File: config.mk
export PLATFORM = sky130hd
export DESIGN_NAME = acc_core
export DESIGN_NICKNAME = d
export VERILOG_FILES = /design/src/rtl/acc_pkg.sv /design/src/rtl/acc_decode.sv /design/src/rtl/acc_alu.sv /design/src/rtl/acc_core.sv
export SDC_FILE = /design/constraint.sdc
export NUM_CORES = 1
export LEC_CHECK = 0
export BUFFER_PORTS_ARGS = -buffer_cell sky130_fd_sc_hd__buf_2
export CELL_PAD_IN_SITES_DETAIL_PLACEMENT = 2
export CELL_PAD_IN_SITES_GLOBAL_PLACEMENT = 2
export CORE_AREA = 4 4 132 134
export DETAILED_ROUTE_END_ITERATION = 6
export DIE_AREA = 0 0 136 138
export PLACE_DENSITY_LB_ADDON = 0.12
export SLEW_MARGIN = 0
export SYNTH_ARGS = -nofsm -noshare
export SYNTH_HDL_FRONTEND = slang
export SYNTH_SLANG_ARGS = --single-unit
File: constraint.sdc
create_clock -name clk -period 2.2 [get_ports clk]
set_input_delay 0.22 -clock clk [delete_from_list [all_inputs] [get_ports clk]]
set_output_delay 0.22 -clock clk [all_outputs]
set_load 0.01 [all_outputs]
File: src/rtl/acc_pkg.sv
package acc_pkg;

    // Opcode values are decoded from the top nibble of the instruction word
    localparam logic [3:0] OPC_LOAD  = 4'h1;
    localparam logic [3:0] OPC_STORE = 4'h2;
    localparam logic [3:0] OPC_ADD   = 4'h5;
    localparam logic [3:0] OPC_RETI  = 4'hE;
    localparam logic [3:0] OPC_STOP  = 4'hF;

    typedef enum logic [2:0] {
        K_LOAD,
        K_STORE,
        K_ADD,
        K_STOP,
        K_RETI,
        K_BAD
    } op_kind_e;

    typedef enum logic [3:0] {
        ST_FETCH,    // address register <- program counter
        ST_FREAD,    // instruction read issued
        ST_FLATCH,   // instruction word captured, program counter advances
        ST_DECODE,   // decide the operand transfer
        ST_OREAD,    // operand read issued
        ST_EXEC,     // operand captured, accumulator updated
        ST_OWRITE,   // accumulator written to memory
        ST_IRQCHK,   // interrupt test between instructions
        ST_STOPPED
    } core_state_e;

endpackage

File: src/rtl/acc_decode.sv
module acc_decode
    import acc_pkg::*;
#(
    parameter int unsigned DW = 16,
    parameter int unsigned AW = 12
) (
    input  logic [DW-1:0] instr,
    output op_kind_e      kind,
    output logic [AW-1:0] operand_addr
);
    localparam int unsigned OPW = DW - AW;

    logic [OPW-1:0] opc;

    assign opc          = instr[DW-1:AW];
    assign operand_addr = instr[AW-1:0];

    always_comb begin
        unique case (opc)
            OPC_LOAD:  kind = K_LOAD;
            OPC_STORE: kind = K_STORE;
            OPC_ADD:   kind = K_ADD;
            OPC_RETI:  kind = K_RETI;
            OPC_STOP:  kind = K_STOP;
            default:   kind = K_BAD;
        endcase
    end
endmodule

File: src/rtl/acc_alu.sv
module acc_alu
    import acc_pkg::*;
#(
    parameter int unsigned DW = 16
) (
    input  op_kind_e      kind,
    input  logic [DW-1:0] acc,
    input  logic [DW-1:0] operand,
    output logic [DW-1:0] result
);
    logic [DW-1:0] sum;

    assign sum = acc + operand;

    always_comb begin
        if (kind == K_LOAD) result = operand;
        else if (kind == K_ADD) result = sum;
        else result = acc;
    end
endmodule

File: src/rtl/acc_core.sv
module acc_core
    import acc_pkg::*;
#(
    parameter int unsigned DW           = 16,
    parameter int unsigned AW           = 12,
    parameter int unsigned START_ADDR   = 'h300,
    parameter int unsigned HANDLER_ADDR = 'hFF0
) (
    input  logic          clk,
    input  logic          rst_n,
    input  logic          irq,
    output logic [AW-1:0] mem_addr,
    output logic          mem_re,
    output logic          mem_we,
    output logic [DW-1:0] mem_wdata,
    input  logic [DW-1:0] mem_rdata,
    output logic [DW-1:0] acc_out,
    output logic          halted,
    output logic          error
);
    localparam logic [AW-1:0] PC_RESET = AW'(START_ADDR);
    localparam logic [AW-1:0] PC_VEC   = AW'(HANDLER_ADDR);
    localparam logic [AW-1:0] PC_STEP  = AW'(1);

    typedef struct packed {
        core_state_e   state;
        logic [AW-1:0] pc;
        logic [DW-1:0] ir;
        logic [AW-1:0] mar;
        logic [DW-1:0] mbr;
        logic [DW-1:0] acc;
        logic [AW-1:0] shadow;
        logic          in_isr;
        logic          halted;
        logic          error;
    } core_regs_t;

    core_regs_t r_d, r_q;

    op_kind_e      dec_kind;
    logic [AW-1:0] dec_addr;
    logic [DW-1:0] alu_res;

    acc_decode #(.DW(DW), .AW(AW)) u_decode (
        .instr        (r_q.ir),
        .kind         (dec_kind),
        .operand_addr (dec_addr)
    );

    acc_alu #(.DW(DW)) u_alu (
        .kind    (dec_kind),
        .acc     (r_q.acc),
        .operand (mem_rdata),
        .result  (alu_res)
    );

    always_comb begin
        r_d    = r_q;
        mem_re = 1'b0;
        mem_we = 1'b0;
        unique case (r_q.state)
            ST_FETCH: begin
                r_d.mar   = r_q.pc;
                r_d.state = ST_FREAD;
            end
            ST_FREAD: begin
                mem_re    = 1'b1;
                r_d.state = ST_FLATCH;
            end
            ST_FLATCH: begin
                r_d.mbr   = mem_rdata;
                r_d.ir    = mem_rdata;
                r_d.pc    = r_q.pc + PC_STEP;
                r_d.state = ST_DECODE;
            end
            ST_DECODE: begin
                unique case (dec_kind)
                    K_LOAD, K_ADD: begin
                        r_d.mar   = dec_addr;
                        r_d.state = ST_OREAD;
                    end
                    K_STORE: begin
                        r_d.mar   = dec_addr;
                        r_d.mbr   = r_q.acc;
                        r_d.state = ST_OWRITE;
                    end
                    K_RETI: begin
                        r_d.pc     = r_q.shadow;
                        r_d.in_isr = 1'b0;
                        r_d.state  = ST_IRQCHK;
                    end
                    K_STOP: begin
                        r_d.halted = 1'b1;
                        r_d.state  = ST_STOPPED;
                    end
                    default: begin
                        r_d.error  = 1'b1;
                        r_d.halted = 1'b1;
                        r_d.state  = ST_STOPPED;
                    end
                endcase
            end
            ST_OREAD: begin
                mem_re    = 1'b1;
                r_d.state = ST_EXEC;
            end
            ST_EXEC: begin
                r_d.mbr   = mem_rdata;
                r_d.acc   = alu_res;
                r_d.state = ST_IRQCHK;
            end
            ST_OWRITE: begin
                mem_we    = 1'b1;
                r_d.state = ST_IRQCHK;
            end
            ST_IRQCHK: begin
                if (irq && !r_q.in_isr) begin
                    r_d.shadow = r_q.pc;
                    r_d.pc     = PC_VEC;
                    r_d.in_isr = 1'b1;
                end
                r_d.state = ST_FETCH;
            end
            default: begin
                r_d.state = ST_STOPPED;
            end
        endcase
    end

    always_ff @(posedge clk or negedge rst_n) begin
        if (!rst_n) begin
            r_q.state  <= ST_FETCH;
            r_q.pc     <= PC_RESET;
            r_q.ir     <= '0;
            r_q.mar    <= '0;
            r_q.mbr    <= '0;
            r_q.acc    <= '0;
            r_q.shadow <= '0;
            r_q.in_isr <= 1'b0;
            r_q.halted <= 1'b0;
            r_q.error  <= 1'b0;
        end else begin
            r_q <= r_d;
        end
    end

    assign mem_addr  = r_q.mar;
    assign mem_wdata = r_q.mbr;
    assign acc_out   = r_q.acc;
    assign halted    = r_q.halted;
    assign error     = r_q.error;

    AST_RW_EXCLUSIVE: assert property (@(posedge clk) disable iff (!rst_n)
        !(mem_re && mem_we));

    AST_PC_ADVANCE: assert property (@(posedge clk) disable iff (!rst_n)
        r_q.state == ST_FLATCH |=> r_q.pc == $past(r_q.pc) + PC_STEP);

    AST_STORE_VALUE: assert property (@(posedge clk) disable iff (!rst_n)
        mem_we |-> mem_wdata == r_q.acc);

    AST_HALT_STICKY: assert property (@(posedge clk) disable iff (!rst_n)
        halted |=> halted && !mem_re && !mem_we);

    AST_ERROR_STOPS: assert property (@(posedge clk) disable iff (!rst_n)
        error |-> halted);

    AST_IRQ_VECTOR: assert property (@(posedge clk) disable iff (!rst_n)
        (r_q.state == ST_IRQCHK && irq && !r_q.in_isr) |=> (r_q.pc == PC_VEC && r_q.in_isr));

    AST_NO_NESTING: assert property (@(posedge clk) disable iff (!rst_n)
        r_q.in_isr |=> $stable(r_q.shadow));

endmodule

==> key figures <==
Floorplanning
  • Row cnt: 47
  • Initial core utilization: between 30% and 40%
  • Core Box Area: around 0.016 mm^2
  • I/O pins: 67
  • Die Ht: 138 um
  • Die area: ~0.019 mm^2
  • Die W: between 100 and 150 um

Global route
  • First-pass GRT wire length: between 20000 and 30000 um
  • GRT Util Overall: approximately 18%
  • Initial antenna violation count: 0
  • Total gr overflow: 0
  • Vias in the first global route: between 4000 and 5000
  • Largest net degree at the start of global routing: 43

Setup path
  • CP bufs+invs: 1
  • Cells along the critical path: ha_4, buf_6, a211oi_4, o21a_1, a21oi_2, o32a_1, or4b_1, nand4_1
  • CP delay by family, top: compound AO/OA/AOI/OAI gates
  • Critical path class: reg -> reg
  • Worst path max stage delay: 0.47 ns
  • R2R depth: 8
  • Type of origin of the critical path: flop
  • Slowest cell on crit path: or4b_1
  • Req. time, crit path: about 2.5 ns
  • Worst R2R Setup Slack: around 0.021 ns
  • Startpoint of the worst-slack reg-to-reg timing path: acc_out[0]
  • Reg-to-reg endpoint: acc_out[15]
  • CP max FO: 3
  • Worst setup EP type: flop
  • Crit path arrival time: around 2.5 ns

Place
  • Placed cell count: between 800 and 900
  • Gpl congestion: roughly 0.83
  • DPL Wire Length: 11600 um
  • I/O Buffers: 66

Pwr
  • Maximum VDD drop: between 0.3 and 0.4 mV
  • Static Leak: approximately 3.1 nW
  • Pwr dens: roughly 750 mW/mm^2

Synthesis
  • Most frequent cells after synthesis: dfrtp_1, o21ai_0, nand2_1, buf_4, a21oi_1
  • Mapped Nets: 581
  • Cells after Synth: 545
  • Cell variety after synth: 56
  • Yosys top cell area share: ~42%
  • Post-synth EDFFs: 0
  • Leading area contributor after synthesis: dfrtp_1
  • Flops & latches, synth: just over 90
  • Yosys warning count: 0
  • Async SR Flop Fraction: 100%
  • Count leader, synth: dfrtp_1
  • Mapped Avg Cell Area: just under 10 um^2
  • Mapped cell area: roughly 0.0053 mm^2
  • Top cells by area, synth: dfrtp_1, buf_4, mux2_2
  • Sequential share of the synthesized area: a little over two fifths
  • Synth Flop Type: dfrtp_1

Routing
  • Drt drc: 0
  • DR iter-0 viols: 150
  • Routed len/inst: ~19 um
  • DR pass1 iterations: 4
  • Routed vias/inst: around 5.1
  • Vias: 4301
  • Final Routed Wirelength: roughly 16000 um
  • Remaining antenna violation count after routing: 0

STA
  • Number of endpoints failing setup at the final stage: 0
  • Worst slew margin: between 60% and 70%
  • Final hold viol count: 0
  • Skew final: approximately 0.0077 ns
  • Post-layout minimum cycle time: around 2.2 ns
  • RSZ-0062 raised after global routing: true
  • Max-slew violation count: 0
  • Worst-margin pin slew: approximately 0.60 ns
  • Hold WS: between 0.15 and 0.2 ns
  • Final Cycle Share: between 90% and 100%
  • FMAX: roughly 0.46 GHz

Clocking
  • Clock insertion delay at the later pin of the skew report: between 0.3 and 0.4 ns
  • Root cell of the clock tree: clkbuf_16
  • Clock transition at the registers of the reported paths: 0.07 ns
  • CTS Buf Count: 9
  • Clk buf depth: 2
  • Htree depth: 3
  • Clock sinks: between 90 and 100
  • TritonCTS clock tree: built

Finish
  • Multi-input logic area: 0.00266 mm^2
  • Final Net Count: 650
  • Area grow syn2layout: 22.2%
  • Share of layout cells above drive strength 1: between 30% and 40%
  • N_diodes: 0
  • Cell Count, Final, Fillers Out: 839
  • Register area: around 0.0023 mm^2
  • Filler cells: about 1800

Run status
  • Outcome: finished clean

Min path
  • Worst Hold Launch: mem_rdata[10]
  • Hold/Removal Path Class: in -> reg
  • Worst hold endpoint: mem_wdata[10]
  • WHS Path Cells: 3

Run
  • MaxCap Viol Count: 0
[timing repair]
item / in CTS / in global routing
pin swaps: 3 / 12
cloned: 0 / 0
hold buffers: 1 / 0
resized for setup: 7 / 25
setup endpoints to repair: 5 / 32
endpoints found under the hold margin: 38 / 0
buffers inserted: 2 / 4
[worst max-delay path by stage]
stage             endpoint          from  slack [ns]  depth (start not counted)
2_1_floorplan  acc_out[15]    acc_out[1]       0.006                          7
3_3_place_gp   acc_out[15]  mem_rdata[1]       -0.01                          8
3_5_place_dp   acc_out[15]    acc_out[1]       -0.08                          7
4_1_cts        acc_out[15]    acc_out[8]       0.006                          6
5_1_grt        acc_out[15]    acc_out[0]       -0.09                          8
6_report       acc_out[15]    acc_out[0]        0.02                          8
[logic make-up (layout without fill, tap and decap cells)]
logic type | count (synthesis) | after routing | share of synthesized area (%)
fa+ha+maj | 17 | 17 | 4.19
simple gates | 138 | 138 | 13.3
compound gates | 151 | 151 | 16.7
mux | 57 | 57 | 11.5
flops | 91 | 91 | 43.4
buf+inv | 82 | 156 | 9.43
xor+xnor | 9 | 9 | 1.50
[stage by stage]
stage          util, %  area [um^2]  setup TNS, ns  total power, mW  worst slack (ns)
2_1_floorplan        -         5260              0             2.70           0.00593
3_3_place_gp      35.9         5850       -0.00998             2.92          -0.00998
4_1_cts           38.5         6270              0             4.86           0.00621
3_5_place_dp      35.9         5850         -0.161             2.97           -0.0752
5_1_grt           39.4         6420         -0.228             5.09           -0.0865
6_report          39.4         6420              0             4.81            0.0206
[power by group]
part	internal (mW)	switching [mW]	total, mW
logic	0.415	0.499	0.913
registers	1.89	0.160	2.05
clock network	1.12	0.728	1.85
total	3.43	1.39	4.81
[final cells by class]
class / instances / share of cell area, %
timing repair buffer: 128 / 12.7
multi-input combinational: 372 / 41.4
tap: 220 / 4.29
inverter: 12 / 0.701
sequential: 91 / 35.5
clock inverter: 7 / 1.93
clock buffer: 9 / 3.51
[tightest hold or removal path: stages]
cell and delay [ns]:
buf_2 0.13, nand2_1 0.06, o21ai_1 0.05
[cell usage in the layout, fill, tap and decap left out, drive strengths merged, types with 3 or more instances in the layout]
cell	count
o21a	4
nor3	6
nor2	23
nand3	6
ha	16
inv	13
nand4	3
or2	7
or3	10
nor2b	6
dfrtp	89
nand2	53
buf	127
a22oi	4
clkbuf	9
bufinv	3
a21o	7
nand2b	4
a31oi	3
a21oi	40
o21ai	65
mux2	28
nor4	3
nor3b	5
xnor2	7
o22ai	8
and3	6
mux2i	29
[registers in the layout, summed over array words and instances (netlist names)]
signal	flops
halted	1
mem_addr	12
mem_wdata	16
r_q	45
acc_out	16
error	1
[layer usage]
metal / up-vias / track usage, % / share of wire [%]
met3: 15 / 2.00 / 1.8
met1: 2187 / 22.3 / 45
met4: 0 / 5.09 / 1.4
met2: 61 / 31.9 / 52
met5: - / 0 / 0
li1: 2038 / - / -
Note: power is estimated with default switching activity, not from simulation.
